$ cat src/rtl/cas_port_pkg.sv
`timescale 1ns/1ps
// Shared constants and the control register layout for the port block.
package cas_port_pkg;
    localparam int ADDR_W    = 8;
    localparam int DATA_W    = 4;
    localparam logic [ADDR_W-1:0] PORT_ADDR = 8'hFF;

    // Bit positions inside the captured control word.
    localparam int BIT_TAPE0  = 0;
    localparam int BIT_TAPE1  = 1;
    localparam int BIT_MOTOR  = 2;
    localparam int BIT_NARROW = 3;
endpackage

$ cat src/rtl/cas_port_match.sv
`timescale 1ns/1ps
// Address match for one port. The compare is split into a bit-0 term and
// a term for the upper bits, and a low select needs both terms to hit.
// Assumes the address is stable for as long as a strobe is active.
module cas_port_match #(
    parameter int ADDR_W = 8,
    parameter logic [ADDR_W-1:0] PORT = '1
) (
    input  logic [ADDR_W-1:0] addr_i,
    output logic              hit_n_o
);
    logic lo_miss;
    logic hi_miss;

    // Bit-0 term: misses when bit 0 differs from the port address.
    always_comb lo_miss = addr_i[0] ^ PORT[0];

    // Upper term: misses when any upper bit differs.
    always_comb hi_miss = |(addr_i[ADDR_W-1:1] ^ PORT[ADDR_W-1:1]);

    // Combined active-low hit.
    always_comb hit_n_o = lo_miss | hi_miss;
endmodule

$ cat src/rtl/cas_port_gate.sv
`timescale 1ns/1ps
// Combines the active-low port hit with the active-low read and write
// strobes. Assumes the CPU never drives both strobes low at once.
module cas_port_gate (
    input  logic hit_n_i,
    input  logic rd_n_i,
    input  logic wr_n_i,
    output logic rd_sel_n_o,
    output logic wr_sel_n_o
);
    // Read select goes low only when the hit and the read strobe are both low.
    always_comb rd_sel_n_o = hit_n_i | rd_n_i;

    // Write select goes low only when the hit and the write strobe are both low.
    always_comb wr_sel_n_o = hit_n_i | wr_n_i;
endmodule

$ cat src/rtl/cas_port_latch.sv
`timescale 1ns/1ps
// Control register that loads on the trailing (low-to-high) edge of an
// active-low strobe, with the edge detected in the clock domain.
// Assumes the strobe and data meet setup to clk.
module cas_port_latch #(
    parameter int DATA_W = 4
) (
    input  logic              clk,
    input  logic              rst_n,
    input  logic              strobe_n_i,
    input  logic [DATA_W-1:0] d_i,
    output logic [DATA_W-1:0] q_o
);
    logic strobe_q;
    logic load;

    // Remember the previous strobe level; reset to idle-high.
    always_ff @(posedge clk) begin
        if (!rst_n) strobe_q <= 1'b1;
        else        strobe_q <= strobe_n_i;
    end

    // Trailing edge of the strobe: it was low and is now high.
    always_comb load = ~strobe_q & strobe_n_i;

    // Load the data on the trailing edge and hold it otherwise.
    always_ff @(posedge clk) begin
        if (!rst_n)    q_o <= '0;
        else if (load) q_o <= d_i;
    end
endmodule

$ cat src/rtl/cas_port_ctl.sv
`timescale 1ns/1ps
// Single I/O port at address 0xFF. It decodes the read and write selects
// and drives cassette and display controls from a register loaded on the
// trailing edge of the write select. Assumes in_n and out_n are never
// low together.
module cas_port_ctl
    import cas_port_pkg::*;
(
    input  logic              clk,
    input  logic              rst_n,
    input  logic [ADDR_W-1:0] port_addr,
    input  logic              in_n,
    input  logic              out_n,
    input  logic [DATA_W-1:0] wdata,
    output logic              in_sel_n,
    output logic              out_sel_n,
    output logic [1:0]        tape_lvl,
    output logic              motor_on,
    output logic              narrow_mode
);
    logic              hit_n;
    logic [DATA_W-1:0] ctl_q;

    cas_port_match #(.ADDR_W(ADDR_W), .PORT(PORT_ADDR)) u_match (
        .addr_i  (port_addr),
        .hit_n_o (hit_n)
    );

    cas_port_gate u_gate (
        .hit_n_i    (hit_n),
        .rd_n_i     (in_n),
        .wr_n_i     (out_n),
        .rd_sel_n_o (in_sel_n),
        .wr_sel_n_o (out_sel_n)
    );

    cas_port_latch #(.DATA_W(DATA_W)) u_latch (
        .clk        (clk),
        .rst_n      (rst_n),
        .strobe_n_i (out_sel_n),
        .d_i        (wdata),
        .q_o        (ctl_q)
    );

    // Map the register fields onto the named outputs.
    always_comb begin
        tape_lvl[0] = ctl_q[BIT_TAPE0];
        tape_lvl[1] = ctl_q[BIT_TAPE1];
        motor_on    = ctl_q[BIT_MOTOR];
        narrow_mode = ctl_q[BIT_NARROW];
    end


    reset_clear_chk: assert property (@(posedge clk)
        !rst_n |=> ({narrow_mode, motor_on, tape_lvl} == 4'b0000));


    foreign_addr_chk: assert property (@(posedge clk) disable iff (!rst_n)
        (port_addr != PORT_ADDR) |-> (out_sel_n && in_sel_n));


    sel_exclusive_chk: assert property (@(posedge clk) disable iff (!rst_n)
        !(!in_sel_n && !out_sel_n));


    capture_chk: assert property (@(posedge clk) disable iff (!rst_n)
        ($past(rst_n) && $rose(out_sel_n)) |=>
            ({narrow_mode, motor_on, tape_lvl} == $past(wdata)));


    hold_chk: assert property (@(posedge clk) disable iff (!rst_n)
        !$rose(out_sel_n) |=> $stable({narrow_mode, motor_on, tape_lvl}));
endmodule

$ cat config.mk
export PLATFORM = sky130hd
export DESIGN_NAME = cas_port_ctl
export DESIGN_NICKNAME = d
export VERILOG_FILES = /design/src/rtl/cas_port_pkg.sv /design/src/rtl/cas_port_match.sv /design/src/rtl/cas_port_gate.sv /design/src/rtl/cas_port_latch.sv /design/src/rtl/cas_port_ctl.sv
export SDC_FILE = /design/constraint.sdc
export NUM_CORES = 1
export LEC_CHECK = 0
export BUFFER_PORTS_ARGS = -buffer_cell sky130_fd_sc_hd__buf_2
export CORE_AREA = 3 3 40 42
export DETAILED_ROUTE_END_ITERATION = 10
export DIE_AREA = 0 0 43 45
export GPL_TIMING_DRIVEN = 0
export MAX_ROUTING_LAYER = met4
export PLACE_DENSITY_LB_ADDON = 0.2
export SYNTH_ARGS = -nofsm -noshare
export SYNTH_HDL_FRONTEND = slang
export SYNTH_HIERARCHICAL = 1
export SYNTH_SLANG_ARGS = --single-unit
$ cat constraint.sdc
create_clock -name clk -period 1.35 [get_ports clk]
set_input_delay 0.0675 -clock clk [delete_from_list [all_inputs] [get_ports clk]]
set_output_delay 0.0675 -clock clk [all_outputs]
set_load 0.1 [all_outputs]
# Word-level counts from Yosys, hierarchy flattened
# Cells that the tools add are included.
# op_classes
bitwise_logic,7
n_reduce_logical,1
# op_table
operator,n
7-bit NOT,1
7-bit OR reduction,1
1-bit OR,3
1-bit NOT,2
1-bit AND,1
# word_totals
reg_bits,5
inputBits,16
wordCells,10

# Logic depth before layout (Yosys ltp)
# logic_depth
depth_word,5
mapped_depth,6
ltp_nobuf,5

# Modules after synthesis
# Netlist, hierarchy kept.
# modules_own_cells
mod,n_inst,cells_per_inst,area_each_um2
cas_port_latch,1,21,195.2
cas_port_match,1,3,18.8
cas_port_gate,1,2,12.5

# Worst setup path after synthesis
# OpenSTA, ideal clock, no wires.
# synth_path
kind,input to register
from,input port_addr[4]
to,register u_latch.q_o[0]
arrival_time_ps,1493
setup_slack_ps,-264
cell_stages,6
n_path_buf,1
cell_sequence,nand4_1 or2_1 or2_1 nor2b_1 clkbuf_2 mux2i_1
# synth_between
elab_chain_cells,5
# synth_lines
element,line_no,rtl
from (decl),cas_port_ctl.sv:11,"input logic [ADDR_W-1:0] port_addr,"
7-bit NOT (no source line),-,
7-bit OR reduction,cas_port_match.sv:19,always_comb hi_miss = |(addr_i[ADDR_W-1:1] ^ PORT[ADDR_W-1:1]);
1-bit OR,cas_port_match.sv:22,always_comb hit_n_o = lo_miss | hi_miss;
net hit_n,cas_port_ctl.sv:21,logic hit_n;
1-bit OR,cas_port_gate.sv:15,always_comb wr_sel_n_o = hit_n_i | wr_n_i;
net out_sel_n,cas_port_ctl.sv:16,"output logic out_sel_n,"
1-bit AND,cas_port_latch.sv:24,always_comb load = ~strobe_q & strobe_n_i;
to (signal assigned),cas_port_latch.sv:29,else if (load) q_o <= d_i;
to (decl),cas_port_latch.sv:12,output logic [DATA_W-1:0] q_o
# The timed path passes the listed nets, and every way through them passes these cells.
# A chain may end at the register's enable or synchronous reset.

# Worst setup path after layout
# layout_path
from,input port_addr[4]
to,output out_sel_n
# layout_between
elab_chain_cells,4
# layout_lines
element,line_no
7-bit NOT (no source line),-
7-bit OR reduction,cas_port_match.sv:19
1-bit OR,cas_port_match.sv:22
net hit_n,cas_port_ctl.sv:21
1-bit OR,cas_port_gate.sv:15
to (decl),cas_port_ctl.sv:16
# The timed path passes the listed nets, and every way through them passes these cells.

==> Flow_metrics.wiki <==
{| class="wikitable"
! Metric !! Value
|-
| CTS hold repair buffers || 0
|-
| Worst slew margin relative to its limit || 0.675
|-
| Ratio of cells with drive above 1 in the final layout || 0.540
|-
| Y dimension of the die || 45 um
|-
| Synth Instances || 26
|-
| Clock Sink Count || 5
|-
| Combinational Power Share || 0.084
|-
| Number of H-tree branching levels || 1
|-
| Clock share of power || 0.489
|-
| Wire length after detailed routing || 514 um
|-
| Share of total power consumed by net switching || 0.202
|-
| Layout area overhead || 65.2%
|-
| Critical Setup Path Class || primary input to output pin
|-
| WP data arrival || 1000 ps
|-
| Peak supply drop || 0.237 mV
|-
| Cell with the most instances after synthesis || nand2_1
|-
| Drc violations || 0
|-
| Seq/Total Area, Yosys || 0.442
|-
| Routability congestion estimate || 0.577
|-
| Startpoint kind of the worst setup timing path || primary input
|-
| CP Max Fanout || 3
|-
| FF+latch count, synth || 5
|-
| Wire length of the first global-routing pass || 834 um
|-
| Number of antenna violations at the first check in global routing || 0
|-
| Data required, critical path || 1280 ps
|-
| Post-CTS setup repair buffer count || 0
|-
| Pint || 0.277 mW
|-
| Share of the synthesized area in the top cell type || 0.442
|-
| Number of enable flip-flop cells after synthesis || 0
|-
| Top cells by area in the synthesized netlist || dfxtp_1 44%, mux2i_1 18%, nand2_1 13%, or2_1 8.3%, nand4_1 5.5%
|-
| Most heavily used metal layer in global routing || met4
|-
| Max Clock Skew || 6.71 ps
|-
| Routed wire length per instance || 7.91 um
|-
| GR Util met1 || 0.0676
|-
| Part of the total power dissipated in sequential elements || 0.427
|-
| Buffer levels on the longest clock path || 2
|-
| NetSw || 0.0704 mW
|-
| Total count of hold-check failures in the final report || 0
|-
| Initial DRC Count || 1
|-
| Crit path launch || port_addr[4]
|-
| Reg-to-reg startpoint || u_latch/strobe_q
|-
| First-pass iteration count of the detailed router || 2
|-
| Outcome || finished clean
|-
| Final antenna diode count || 0
|-
| Mean instance size in the synthesized netlist || 8.71 um^2
|-
| Yosys cell types || 9
|-
| Non-filler cells in the finished layout || 65
|-
| Via count || 246
|-
| I/O Buffers || 20
|-
| Reg clk slew, reported paths || 50 ps
|-
| Number of resized instances in the post-cts repair step || 0
|-
| Grt ovf || 0
|-
| Buffer type at the clock tree root || clkbuf_4
|-
| Final Max Tran Viols || 0
|-
| Effective utilization at floorplan || 0.176
|-
| Core box area || 1280 um^2
|-
| Clock buffer count from CTS || 3
|-
| RSZ-0062 raised after global routing || false
|-
| Clock latency at the later pin of the worst-skew pair || 240 ps
|-
| Standard-cell rows || 13
|-
| Lkg Pwr || 0.174 nW
|-
| Power per cell area || 929 nW/um^2
|-
| Most area-hungry cell type in the Yosys netlist || dfxtp_1
|-
| Most used standard cells in the synthesized netlist || 8 x nand2_1, 5 x dfxtp_1, 4 x mux2i_1
|-
| Classification of the worst-slack hold path || primary input to flip-flop
|-
| Half-perimeter wire length of the detailed placement result || 450 um
|-
| I/O pin count || 22
|-
| Final layout net count || 67
|-
| Max-cap violations || 0
|-
| Clock tree from TritonCTS || built
|-
| Final setup violation count || 0
|-
| Via-to-Cell Ratio || 3.78
|-
| Synthesized net count || 42
|-
| Endpoint kind of the worst setup timing path || output pin
|-
| Min-Delay Startpoint || wdata[1]
|-
| Global-route total usage across every layer || 0.0644
|-
| Final critical-path required period || 1070 ps
|-
| Total standard cell area after synthesis || 226 um^2
|-
| Maximum operating frequency || 935 MHz
|-
| Number of placed cells counting well taps || 61
|-
| Floorplan die area || 1940 um^2
|-
| Transition time at the pin with the least slew margin || 491 ps
|-
| Met2 capacity usage during global routing || 0.0808
|-
| Remaining number of nets flagged by the antenna check after routing || 0
|-
| Post-route fraction of the period consumed by the critical path || 0.792
|-
| Met3 global-route usage || 0.0199
|-
| Die X-Extent || 43 um
|-
| Maximum number of pins on one net before global-route repair || 10
|-
| Aggregate negative setup slack || 0 ps
|-
| Post-synth top flop || dfxtp_1
|-
| Synthesis warning total || 6
|-
| Vias in the first global route || 210
|-
| Proportion of synthesized flip-flops having asynchronous set or reset || 0
|}
[power by group through the flow]
stage,logic [mW],clock network [mW],registers [mW]
2_1_floorplan,0.00875,0,0.152
3_3_place_gp,0.0299,0,0.151
3_5_place_dp,0.0300,0,0.151
4_1_cts,0.0299,0.178,0.148
5_1_grt,0.0337,0.188,0.148
6_report,0.0292,0.170,0.148
[stage by stage]
stage	hold WS, ps	utilization	area, um^2	total power, mW	worst slack [ps]
3_3_place_gp	325	0.271	348	0.181	99.1
4_1_cts	67.1	0.291	374	0.356	271
5_1_grt	80.9	0.291	374	0.370	226
3_5_place_dp	324	0.271	348	0.181	102
6_report	72.6	0.291	374	0.348	281
2_1_floorplan	210	-	229	0.160	62.2
[flip-flops by register name, summed over array words and instances, names as in the netlist]
register	count
u_latch/q_o	4
u_latch/strobe_q	1
[logic make-up after synthesis]
family,share of synthesized area
and+or+nand+nor,0.337
DFF,0.442
muxes,0.177
buffers and inverters,0.0442
[critical path, cell delays in order]
cell and delay, ps:
buf_2 80, nand4_1 80, or2_1 240, or2_4 250
buf_2 290
[worst paths after layout]
| kind | endpoint | slack [ps] | cells after the start |
|---|---|---|---|
| worst max-delay path | out_sel_n | 280 | 5 |
| worst min-delay path | u_latch/q_o[1] | 70 | 3 |
| worst max register to register | u_latch/q_o[0] | 540 | 3 |
| worst min register to register | u_latch/q_o[2] | 450 | 2 |
[layout make-up]
cell class              instances  area [um^2]
repair buffers                 20          100
plain buffers                   2         10.0
multi-input cells              19          119
clock buffers                   4         26.3
flip-flops and latches          5          100
fillers                       142          911
well taps                      15         18.8
[cells in the final DEF (no fill, tap or decap)]
cell | Yosys | routed
buf_2 | 1 | 21
nand2_1 | 8 | 8
dfxtp_1 | 5 | 5
mux2i_1 | 4 | 4
clkbuf_4 | 0 | 3
or2_1 | 3 | 2
nand4_1 | 2 | 2
clkbuf_1 | 0 | 1
or2_4 | 0 | 1
nor2b_1 | 1 | 1
clkbuf_2 | 1 | 1
nand2b_2 | 1 | 1
[per-layer routing]
layer / vias to the layer above / routed length [um]
met4: 0 / 0
li1: 134 / -
met5: - / 0
met1: 98 / 185
met3: 0 / 67
met2: 14 / 261
Power figures use the tool's default switching activity.
